[src/rtl/usb_bd_pkg.sv]
package usb_bd_pkg;
  localparam int unsigned BYTE_W = 8;
  localparam int unsigned CNT_W  = 10;
  localparam int unsigned PID_W  = 4;

  localparam logic [1:0] KIND_OUT   = 2'd0;
  localparam logic [1:0] KIND_IN    = 2'd1;
  localparam logic [1:0] KIND_SETUP = 2'd2;

  typedef enum logic [3:0] {
    ST_IDLE,
    ST_RD_STAT,
    ST_RD_CNT,
    ST_RD_ALO,
    ST_RD_AHI,
    ST_RD_LAST,
    ST_DATA,
    ST_WR_CNT,
    ST_WR_STAT,
    ST_ACK,
    ST_NAK
  } bd_state_e;
endpackage

[src/rtl/usb_bd_ctrl.sv]
module usb_bd_ctrl
  import usb_bd_pkg::*;
#(
  parameter int unsigned IDXW = 6,
  parameter int unsigned AW   = 11
) (
  input  logic              clk_i,
  input  logic              rst_ni,
  input  logic              req_i,
  input  logic [IDXW-1:0]   req_idx_i,
  input  logic [PID_W-1:0]  req_pid_i,
  input  logic [1:0]        req_kind_i,
  input  logic              rx_eop_i,
  input  logic [BYTE_W-1:0] ram_rdata_i,
  input  logic              ovf_i,
  output bd_state_e         state_o,
  output logic [IDXW-1:0]   idx_o,
  output logic [PID_W-1:0]  pid_o,
  output logic              is_in_o,
  output logic [CNT_W-1:0]  max_o,
  output logic [AW-1:0]     start_o
);
  bd_state_e         state_q;
  logic [IDXW-1:0]   idx_q;
  logic [PID_W-1:0]  pid_q;
  logic              is_in_q;
  logic              own_q;
  logic [CNT_W-1:0]  max_q;
  logic [BYTE_W-1:0] alo_q;
  logic [AW-1:0]     start_q;

  // status bits 6:2 carry CPU-side settings, not needed here
  logic unused_stat_bits;
  assign unused_stat_bits = ^ram_rdata_i[6:2];

  always_ff @(posedge clk_i or negedge rst_ni) begin
    if (!rst_ni) begin
      state_q <= ST_IDLE;
      idx_q   <= '0;
      pid_q   <= '0;
      is_in_q <= 1'b0;
      own_q   <= 1'b0;
      max_q   <= '0;
      alo_q   <= '0;
      start_q <= '0;
    end else begin
      unique case (state_q)
        ST_IDLE: if (req_i) begin
          idx_q   <= req_idx_i;
          pid_q   <= req_pid_i;
          is_in_q <= (req_kind_i == KIND_IN);
          state_q <= ST_RD_STAT;
        end
        ST_RD_STAT: state_q <= ST_RD_CNT;
        ST_RD_CNT: begin
          own_q        <= ram_rdata_i[7];
          max_q[9:8]   <= ram_rdata_i[1:0];
          state_q      <= ST_RD_ALO;
        end
        ST_RD_ALO: begin
          max_q[7:0] <= ram_rdata_i;
          state_q    <= ST_RD_AHI;
        end
        ST_RD_AHI: begin
          alo_q   <= ram_rdata_i;
          state_q <= ST_RD_LAST;
        end
        ST_RD_LAST: begin
          start_q <= AW'({ram_rdata_i, alo_q});  // truncated, never validated
          if (!own_q)       state_q <= ST_NAK;
          else if (is_in_q) state_q <= ST_WR_CNT;
          else              state_q <= ST_DATA;
        end
        ST_DATA: if (rx_eop_i) state_q <= ovf_i ? ST_NAK : ST_WR_CNT;
        ST_WR_CNT:  state_q <= ST_WR_STAT;
        ST_WR_STAT: state_q <= ST_ACK;
        ST_ACK:     state_q <= ST_IDLE;
        ST_NAK:     state_q <= ST_IDLE;
        default:    state_q <= ST_IDLE;
      endcase
    end
  end

  assign state_o = state_q;
  assign idx_o   = idx_q;
  assign pid_o   = pid_q;
  assign is_in_o = is_in_q;
  assign max_o   = max_q;
  assign start_o = start_q;
endmodule

[src/rtl/usb_bd_rx_limit.sv]
module usb_bd_rx_limit
  import usb_bd_pkg::*;
(
  input  logic             clk_i,
  input  logic             rst_ni,
  input  logic             clear_i,
  input  logic             byte_i,
  input  logic [CNT_W-1:0] max_i,
  output logic [CNT_W-1:0] cnt_o,
  output logic             store_o,
  output logic             ovf_o
);
  logic [CNT_W-1:0] cnt_q;
  logic             ovf_q;
  logic             room;

  assign room    = (cnt_q < max_i);
  assign store_o = byte_i && !ovf_q && room;

  always_ff @(posedge clk_i or negedge rst_ni) begin
    if (!rst_ni) begin
      cnt_q <= '0;
      ovf_q <= 1'b0;
    end else if (clear_i) begin
      cnt_q <= '0;
      ovf_q <= 1'b0;
    end else if (byte_i && !ovf_q) begin
      if (room) cnt_q <= cnt_q + CNT_W'(1);
      else      ovf_q <= 1'b1;  // sticky until next transaction
    end
  end

  assign cnt_o = cnt_q;
  assign ovf_o = ovf_q;
endmodule

[src/rtl/usb_bd_ram_port.sv]
module usb_bd_ram_port
  import usb_bd_pkg::*;
#(
  parameter int unsigned IDXW    = 6,
  parameter int unsigned AW      = 11,
  parameter logic [15:0] BD_BASE = 16'h0000
) (
  input  bd_state_e         state_i,
  input  logic [IDXW-1:0]   idx_i,
  input  logic [AW-1:0]     start_i,
  input  logic [CNT_W-1:0]  rx_cnt_i,
  input  logic              store_i,
  input  logic [BYTE_W-1:0] rx_data_i,
  input  logic [CNT_W-1:0]  wb_cnt_i,
  input  logic [PID_W-1:0]  pid_i,
  output logic [AW-1:0]     ram_addr_o,
  output logic              ram_we_o,
  output logic [BYTE_W-1:0] ram_wdata_o
);
  localparam logic [AW-1:0] BASE = AW'(BD_BASE);

  logic [AW-1:0] row;
  assign row = BASE + AW'({idx_i, 2'b00});

  always_comb begin
    ram_addr_o  = row;
    ram_we_o    = 1'b0;
    ram_wdata_o = '0;
    unique case (state_i)
      ST_RD_CNT: ram_addr_o = row + AW'(1);
      ST_RD_ALO: ram_addr_o = row + AW'(2);
      ST_RD_AHI: ram_addr_o = row + AW'(3);
      ST_DATA: begin
        ram_addr_o  = start_i + AW'(rx_cnt_i);
        ram_we_o    = store_i;
        ram_wdata_o = rx_data_i;
      end
      ST_WR_CNT: begin
        ram_addr_o  = row + AW'(1);
        ram_we_o    = 1'b1;
        ram_wdata_o = wb_cnt_i[7:0];
      end
      ST_WR_STAT: begin
        ram_we_o    = 1'b1;
        ram_wdata_o = {1'b0, 1'b0, pid_i, wb_cnt_i[9:8]};  // ownership handed back
      end
      default: ;
    endcase
  end
endmodule

[src/rtl/usb_bd_writeback.sv]
module usb_bd_writeback
  import usb_bd_pkg::*;
#(
  parameter int unsigned NUM_BD  = 64,
  parameter int unsigned AW      = 11,
  parameter logic [15:0] BD_BASE = 16'h0000
) (
  input  logic                      clk_i,
  input  logic                      rst_ni,
  input  logic                      req_i,
  input  logic [$clog2(NUM_BD)-1:0] req_idx_i,
  input  logic [3:0]                req_pid_i,
  input  logic [1:0]                req_kind_i,
  input  logic                      rx_valid_i,
  input  logic [7:0]                rx_data_i,
  input  logic                      rx_eop_i,
  output logic [AW-1:0]             ram_addr_o,
  output logic                      ram_we_o,
  output logic [7:0]                ram_wdata_o,
  input  logic [7:0]                ram_rdata_i,
  output logic                      busy_o,
  output logic                      hs_valid_o,
  output logic                      hs_ack_o,
  output logic                      done_o,
  output logic [$clog2(NUM_BD)-1:0] done_idx_o
);
  localparam int unsigned IDXW = $clog2(NUM_BD);

  bd_state_e        state;
  logic [IDXW-1:0]  idx;
  logic [PID_W-1:0] pid;
  logic             is_in;
  logic [CNT_W-1:0] max_cnt;
  logic [AW-1:0]    start;
  logic [CNT_W-1:0] rx_cnt;
  logic             store;
  logic             ovf;
  logic [CNT_W-1:0] wb_cnt;

  usb_bd_ctrl #(.IDXW(IDXW), .AW(AW)) i_ctrl (
    .clk_i       (clk_i),
    .rst_ni      (rst_ni),
    .req_i       (req_i),
    .req_idx_i   (req_idx_i),
    .req_pid_i   (req_pid_i),
    .req_kind_i  (req_kind_i),
    .rx_eop_i    (rx_eop_i),
    .ram_rdata_i (ram_rdata_i),
    .ovf_i       (ovf),
    .state_o     (state),
    .idx_o       (idx),
    .pid_o       (pid),
    .is_in_o     (is_in),
    .max_o       (max_cnt),
    .start_o     (start)
  );

  usb_bd_rx_limit i_limit (
    .clk_i   (clk_i),
    .rst_ni  (rst_ni),
    .clear_i (state == ST_RD_LAST),
    .byte_i  ((state == ST_DATA) && rx_valid_i),
    .max_i   (max_cnt),
    .cnt_o   (rx_cnt),
    .store_o (store),
    .ovf_o   (ovf)
  );

  // IN reports the stored count as sent; OUT/SETUP report what arrived
  assign wb_cnt = is_in ? max_cnt : rx_cnt;

  usb_bd_ram_port #(.IDXW(IDXW), .AW(AW), .BD_BASE(BD_BASE)) i_ram (
    .state_i     (state),
    .idx_i       (idx),
    .start_i     (start),
    .rx_cnt_i    (rx_cnt),
    .store_i     (store),
    .rx_data_i   (rx_data_i),
    .wb_cnt_i    (wb_cnt),
    .pid_i       (pid),
    .ram_addr_o  (ram_addr_o),
    .ram_we_o    (ram_we_o),
    .ram_wdata_o (ram_wdata_o)
  );

  assign busy_o     = (state != ST_IDLE);
  assign hs_valid_o = (state == ST_ACK) || (state == ST_NAK);
  assign hs_ack_o   = (state == ST_ACK);
  assign done_o     = (state == ST_ACK);
  assign done_idx_o = idx;
endmodule

[config.mk]
export PLATFORM = sky130hd
export DESIGN_NAME = usb_bd_writeback
export DESIGN_NICKNAME = d
export VERILOG_FILES = /design/src/rtl/usb_bd_pkg.sv /design/src/rtl/usb_bd_ctrl.sv /design/src/rtl/usb_bd_rx_limit.sv /design/src/rtl/usb_bd_ram_port.sv /design/src/rtl/usb_bd_writeback.sv
export SDC_FILE = /design/constraint.sdc
export NUM_CORES = 1
export LEC_CHECK = 0
export BUFFER_PORTS_ARGS = -buffer_cell sky130_fd_sc_hd__buf_2
export CAP_MARGIN = 40
export CORE_MARGIN = 5
export CORE_UTILIZATION = 40
export CTS_CLUSTER_SIZE = 28
export DETAILED_ROUTE_END_ITERATION = 16
export PLACE_DENSITY = 0.7
export RECOVER_POWER = 25
export SLEW_MARGIN = 20
export SYNTH_ARGS = -nofsm -noshare
export SYNTH_HDL_FRONTEND = slang
export SYNTH_SLANG_ARGS = --single-unit
[constraint.sdc]
create_clock -name clk_i -period 2.4 [get_ports clk_i]
set_input_delay 0.48 -clock clk_i [delete_from_list [all_inputs] [get_ports clk_i]]
set_output_delay 0.48 -clock clk_i [all_outputs]
set_load 0.01 [all_outputs]
* Word level (Yosys, flattened, before mapping)
Cells that the tools add are included.
** Word-level totals
- Register bits after elaboration :: 56
- Input bits :: 33
** Cells by class
- $add $sub $neg :: 5
- $lt $le $gt $ge :: 1
- Eq/ne operators :: 14
- Multiplexer cells :: 16
- Reduce and logical (&&, ||, !) cells :: 15
** Operator list (count)
- 11-bit one-hot mux with 4 select lines :: 1
- 10-bit two-way mux :: 4
- 4-bit one-hot mux with 9 select lines :: 1
- 8-bit one-hot mux with 3 select lines :: 1
- 8-bit by 2-bit adder with 9-bit output (second input constant) :: 2
- 4-bit by 3-bit equality test with 1-bit output (second input constant) :: 4
- 4-bit two-way mux :: 4
- 4-bit equality test (second input constant) :: 3
- 11-bit by 10-bit adder with 11-bit output :: 1
- 10-bit by 1-bit adder with 10-bit output (second input constant) :: 1
- 10-bit less-than comparator :: 1
- 8-bit by 1-bit adder with 9-bit output (second input constant) :: 1
- 4-bit by 2-bit equality test with 1-bit output (second input constant) :: 2
- 2-bit AND reduction :: 4
- 4-bit by 1-bit equality test with 1-bit output (second input constant) :: 1
- 4-bit logical NOT :: 1
- 1-bit two-way mux :: 4
- 2-bit != test (second input constant) :: 2
- 2-bit nonzero test :: 2
- 4-bit nonzero test :: 1
- 2-bit OR reduction :: 2
- 1-bit logical AND :: 3
- 2-bit by 1-bit equality test with 1-bit output (second input constant) :: 1
- 2-bit by 1-bit != test with 1-bit output (second input constant) :: 1
- 3 further kinds :: 3

* Logic depth before layout (Yosys ltp)
- Depth in word-level cells :: 5
- Mapped depth :: 8
- Gate-level depth less buffers :: 8

* Modules after synthesis
Synthesis repeated with hierarchy kept, for this count alone.
** Second synthesis, totals
- Cell total of the unflattened synthesis :: 339
- Area total of the unflattened synthesis :: 3752.3 sq um
** Modules (own cells, without submodules)
- usb_bd_ctrl :: instances 1, cells each 124, area each 1923.1 sq um
- usb_bd_rx_limit :: instances 1, cells each 100, area each 923.4 sq um
- usb_bd_ram_port :: instances 1, cells each 96, area each 726.9 sq um
- usb_bd_writeback :: instances 1, cells each 19, area each 178.9 sq um

* Least setup slack after synthesis
No wires, ideal clock.
- Path type :: register to output
- Start point :: register i_limit.cnt_q[0] (netlist: i_limit.cnt_o[0])
- End point :: output port ram_addr_o[10]
- Arrival time :: 1.928 ns
- Setup slack :: -0.008 ns
- Stages on the path, launching flop included :: 9
- Path buffers :: 0
- Cell sequence :: dfrtp_1 > ha_1 > inv_1 > fa_1 > nor2b_1 > o31ai_1 > a21oi_1 > o31ai_1 > mux2i_1
** Between the ends
- Cells in the longest elaborated chain, start to end :: 2
** Ends and longest elaborated chain
- start: declaration :: line usb_bd_rx_limit.sv:13 : logic [CNT_W-1:0] cnt_q;
- start signal: assignment :: line usb_bd_rx_limit.sv:28 : if (room) cnt_q <= cnt_q + CNT_W'(1);
- 11-bit by 10-bit adder with 11-bit output :: line usb_bd_ram_port.sv:34 : ram_addr_o = start_i + AW'(rx_cnt_i);
- 11-bit one-hot mux with 4 select lines :: line usb_bd_ram_port.sv:29 : unique case (state_i)
- end: declaration :: line usb_bd_writeback.sv:17 : output logic [AW-1:0] ram_addr_o,
Every way passes these cells.

* Final worst setup path
- Start point :: register i_ctrl.start_q[0] (netlist: i_ctrl.start_o[0])
- End point :: output port ram_addr_o[10]
** Between the ends
- Cells in the longest elaborated chain, start to end :: 2
** Ends and longest elaborated chain
- start: declaration :: line usb_bd_ctrl.sv:30 : logic [AW-1:0] start_q;
- start signal: assignment :: line usb_bd_ctrl.sv:69 : start_q <= AW'({ram_rdata_i, alo_q});
- 11-bit by 10-bit adder with 11-bit output :: line usb_bd_ram_port.sv:34
- 11-bit one-hot mux with 4 select lines :: line usb_bd_ram_port.sv:29
Every way passes these cells.

==> results.sh <==
export IMPL_pwr_density_cell_nw_per_um2=1050
export IMPL_rsz0062_at_grt="true"
export IMPL_clk_path_buf_depth=2
export IMPL_drive_above_1_share=0.333
export IMPL_fin_skew_ns=0.0136
export IMPL_grt_max_degree=28
export IMPL_row_count=34
export IMPL_dieArea_um2=10900
export IMPL_required_ns=1.92
export IMPL_violations="max-capacitance violations, negative setup slack"
export IMPL_worstPathArrival_ns=2.17
export IMPL_drcViolationCount=0
export IMPL_startpoint_type="register"
export IMPL_vias=3351
export IMPL_grt_usage=0.180
export IMPL_placedInstanceArea_um2=4160
export IMPL_cts_root_buffer="clkbuf_8"
export IMPL_io_pins=63
export IMPL_p_leak_uw=0.00220
export IMPL_n_antenna_cell=0
export IMPL_area_growth_pct=29.9
export IMPL_setup_violations=9
export IMPL_finalWirelength_um=10300
export IMPL_ys_seq_elements=56
export IMPL_final_cell_mix="72 x nand2_1, 59 x buf_2, 55 x dfrtp_1, 43 x buf_4, 22 x o21ai_0"
export IMPL_clkSlewWorstSetupHoldPaths_ns=0.10
export IMPL_drt_first_pass_iters=5
export IMPL_worstHoldPathType="input port to register"
export IMPL_grt_pass1_vias=3219
export IMPL_slew_limit_headroom=0.00254
export IMPL_gp_congestion=0.924
export IMPL_slew_viol_final=0
export IMPL_routedWlPerCell_um=17.2
export IMPL_hold_slack_ns=0.370
export IMPL_final_nets=543
export IMPL_dieHeight_um=104
export IMPL_synth_nets=444
export IMPL_stdcell_area_um2=4620
export IMPL_cts_inserted_buffers=5
export IMPL_drt_iter0_drc=240
export IMPL_fin_crit_sh=1.10
export IMPL_ir_drop_uv=482
export IMPL_hpwlAfterDp_um=7610
export IMPL_synth_area_um2=3560
export IMPL_start_util=0.410
export IMPL_worst_pin_slew_ns=1.50
export IMPL_layout_commonest_cell="nand2_1"
export IMPL_crit_path_end_kind="output pin"
export IMPL_fin_cells=598
export IMPL_worst_slack_ns=-0.249
export IMPL_ys_flop_type="dfrtp_1"
export IMPL_h_tree_depth=2
export IMPL_place_inst=576
export IMPL_grt_antenna_before_repair=0
export IMPL_insertion_delay_ns=0.32
export IMPL_ant_nets=0
export IMPL_clock_sink_count=56
export IMPL_cap_violations=1
export IMPL_critPathMaxFanout=4
export IMPL_critical_path_class="register to output pin"
export IMPL_cts_tree="yes"
export IMPL_dieWidth_um=104
export IMPL_synth_seq_area_share=0.394
export IMPL_synthDistinctLibCells=57
export IMPL_hold_viol_final=0
export IMPL_netlist_instances=390
export IMPL_port_buffers=62
export IMPL_ctsHoldBuffers=0
export IMPL_coreArea_um2=8680
export IMPL_dpl_worst_slack_ns=-0.0576
export IMPL_period_needed_ns=2.65
export IMPL_gr_total_overflow=0
export IMPL_grt_pass1_wl_um=16200
export IMPL_status="finished with violations"
export IMPL_max_freq_mhz=377
export IMPL_avgSynthCellArea_um2=9.12
export IMPL_synthArstFlopShare=1.00
export IMPL_yosys_warnings=0
export IMPL_synth_edf_count=0
export IMPL_via_per_inst=5.60
==> synth_stat cells (11+ instances only) <==
master	n	share of area
a21oi_1	11	0.015
o21ai_1	11	0.015
ha_1	20	0.070
dfrtp_1	56	0.39
nand3_1	15	0.021
o21ai_0	24	0.034
inv_1	15	0.016
mux2i_1	21	0.059
nand2b_1	13	0.023
nand2_1	72	0.076
nor2_1	19	0.020
mux2_1	13	0.041
==> sequential cells by signal, indices dropped and copies added (netlist names) <==
signal and count:
i_ctrl.alo_q 8, i_ctrl.idx_o 6, i_ctrl.is_in_o 1, i_ctrl.max_o 10
i_ctrl.own_q 1, i_ctrl.pid_o 4, i_ctrl.start_o 11, i_ctrl.state_o 4
i_limit.cnt_o 10, i_limit.ovf_o 1
==> critical path: stages, from the launching register on <==
cell     delay, ns
dfrtp_1       0.41
ha_2          0.19
inv_2         0.05
fa_2          0.23
nor2b_4       0.06
o31ai_4       0.28
a21oi_2       0.10
o31ai_2       0.21
mux2i_1       0.20
buf_2         0.14
==> cells by family after synthesis <==
family                     share of synthesized area
muxes                                          0.122
AOI/OAI and AO/OA                              0.140
DFF                                            0.394
adders and majority gates                     0.0759
xor gates and xnor gates                     0.00492
buffers and inverters                         0.0461
and+or+nand+nor                                0.217
==> final timing paths <==
kind,from,end,slack [ns],depth (start not counted)
hold reg to reg,i_ctrl.alo_q[0],i_ctrl.start_o[0],0.50,2
setup reg to reg,i_limit.cnt_o[4],i_limit.cnt_o[5],0.30,6
min in group asynchronous,rst_ni,i_ctrl.start_o[10],0.50,1
max in group asynchronous,rst_ni,i_limit.cnt_o[7],0.79,2
setup / recovery,i_ctrl.start_o[0],ram_addr_o[10],-0.25,9
hold / removal,req_idx_i[3],i_ctrl.idx_o[3],0.37,2
==> stage by stage <==
stage,utilization,TNS [ns],total power (µW)
finish,0.533,-1.54,4860
global route,0.533,-2.42,5250
CTS,0.509,-1.62,4650
detailed placement,0.479,-0.0654,3880
global placement,0.479,-0.0313,3800
floorplan,-,0,3110
==> per-layer routing <==
layer / wire [µm] / part of all wire / vias to the layer above / track usage
met5: 0 / 0 / - / 0
met4: 224 / 0.022 / 0 / 0.0453
met3: 772 / 0.075 / 21 / 0.0310
met2: 4930 / 0.48 / 140 / 0.288
met1: 4340 / 0.42 / 1615 / 0.253
li1: - / - / 1575 / -
==> layout make-up <==
cell class	count	area, µm²
Clock buffer	6	72.6
Clock inverter	2	35.0
Fill cell	796	4060
Inverter	15	56.3
Multi-Input combinational cell	301	2230
Sequential cell	56	1400
Tap cell	108	135
Timing Repair Buffer	110	694
==> timing repair <==
item                                    CTS  global route
pin swaps                                12            11
setup buffers                             6            10
endpoints found under the setup margin    8            12
resized for setup                        22            22
==> power by group <==
group	internal, µW	switching (µW)	total (µW)	leakage [µW]
combinational	1210	1380	2590	0.00145
clock	311	312	623	0.0000552
sequential	1340	311	1660	0.000694
Note: power is estimated with default switching activity, not from simulation.
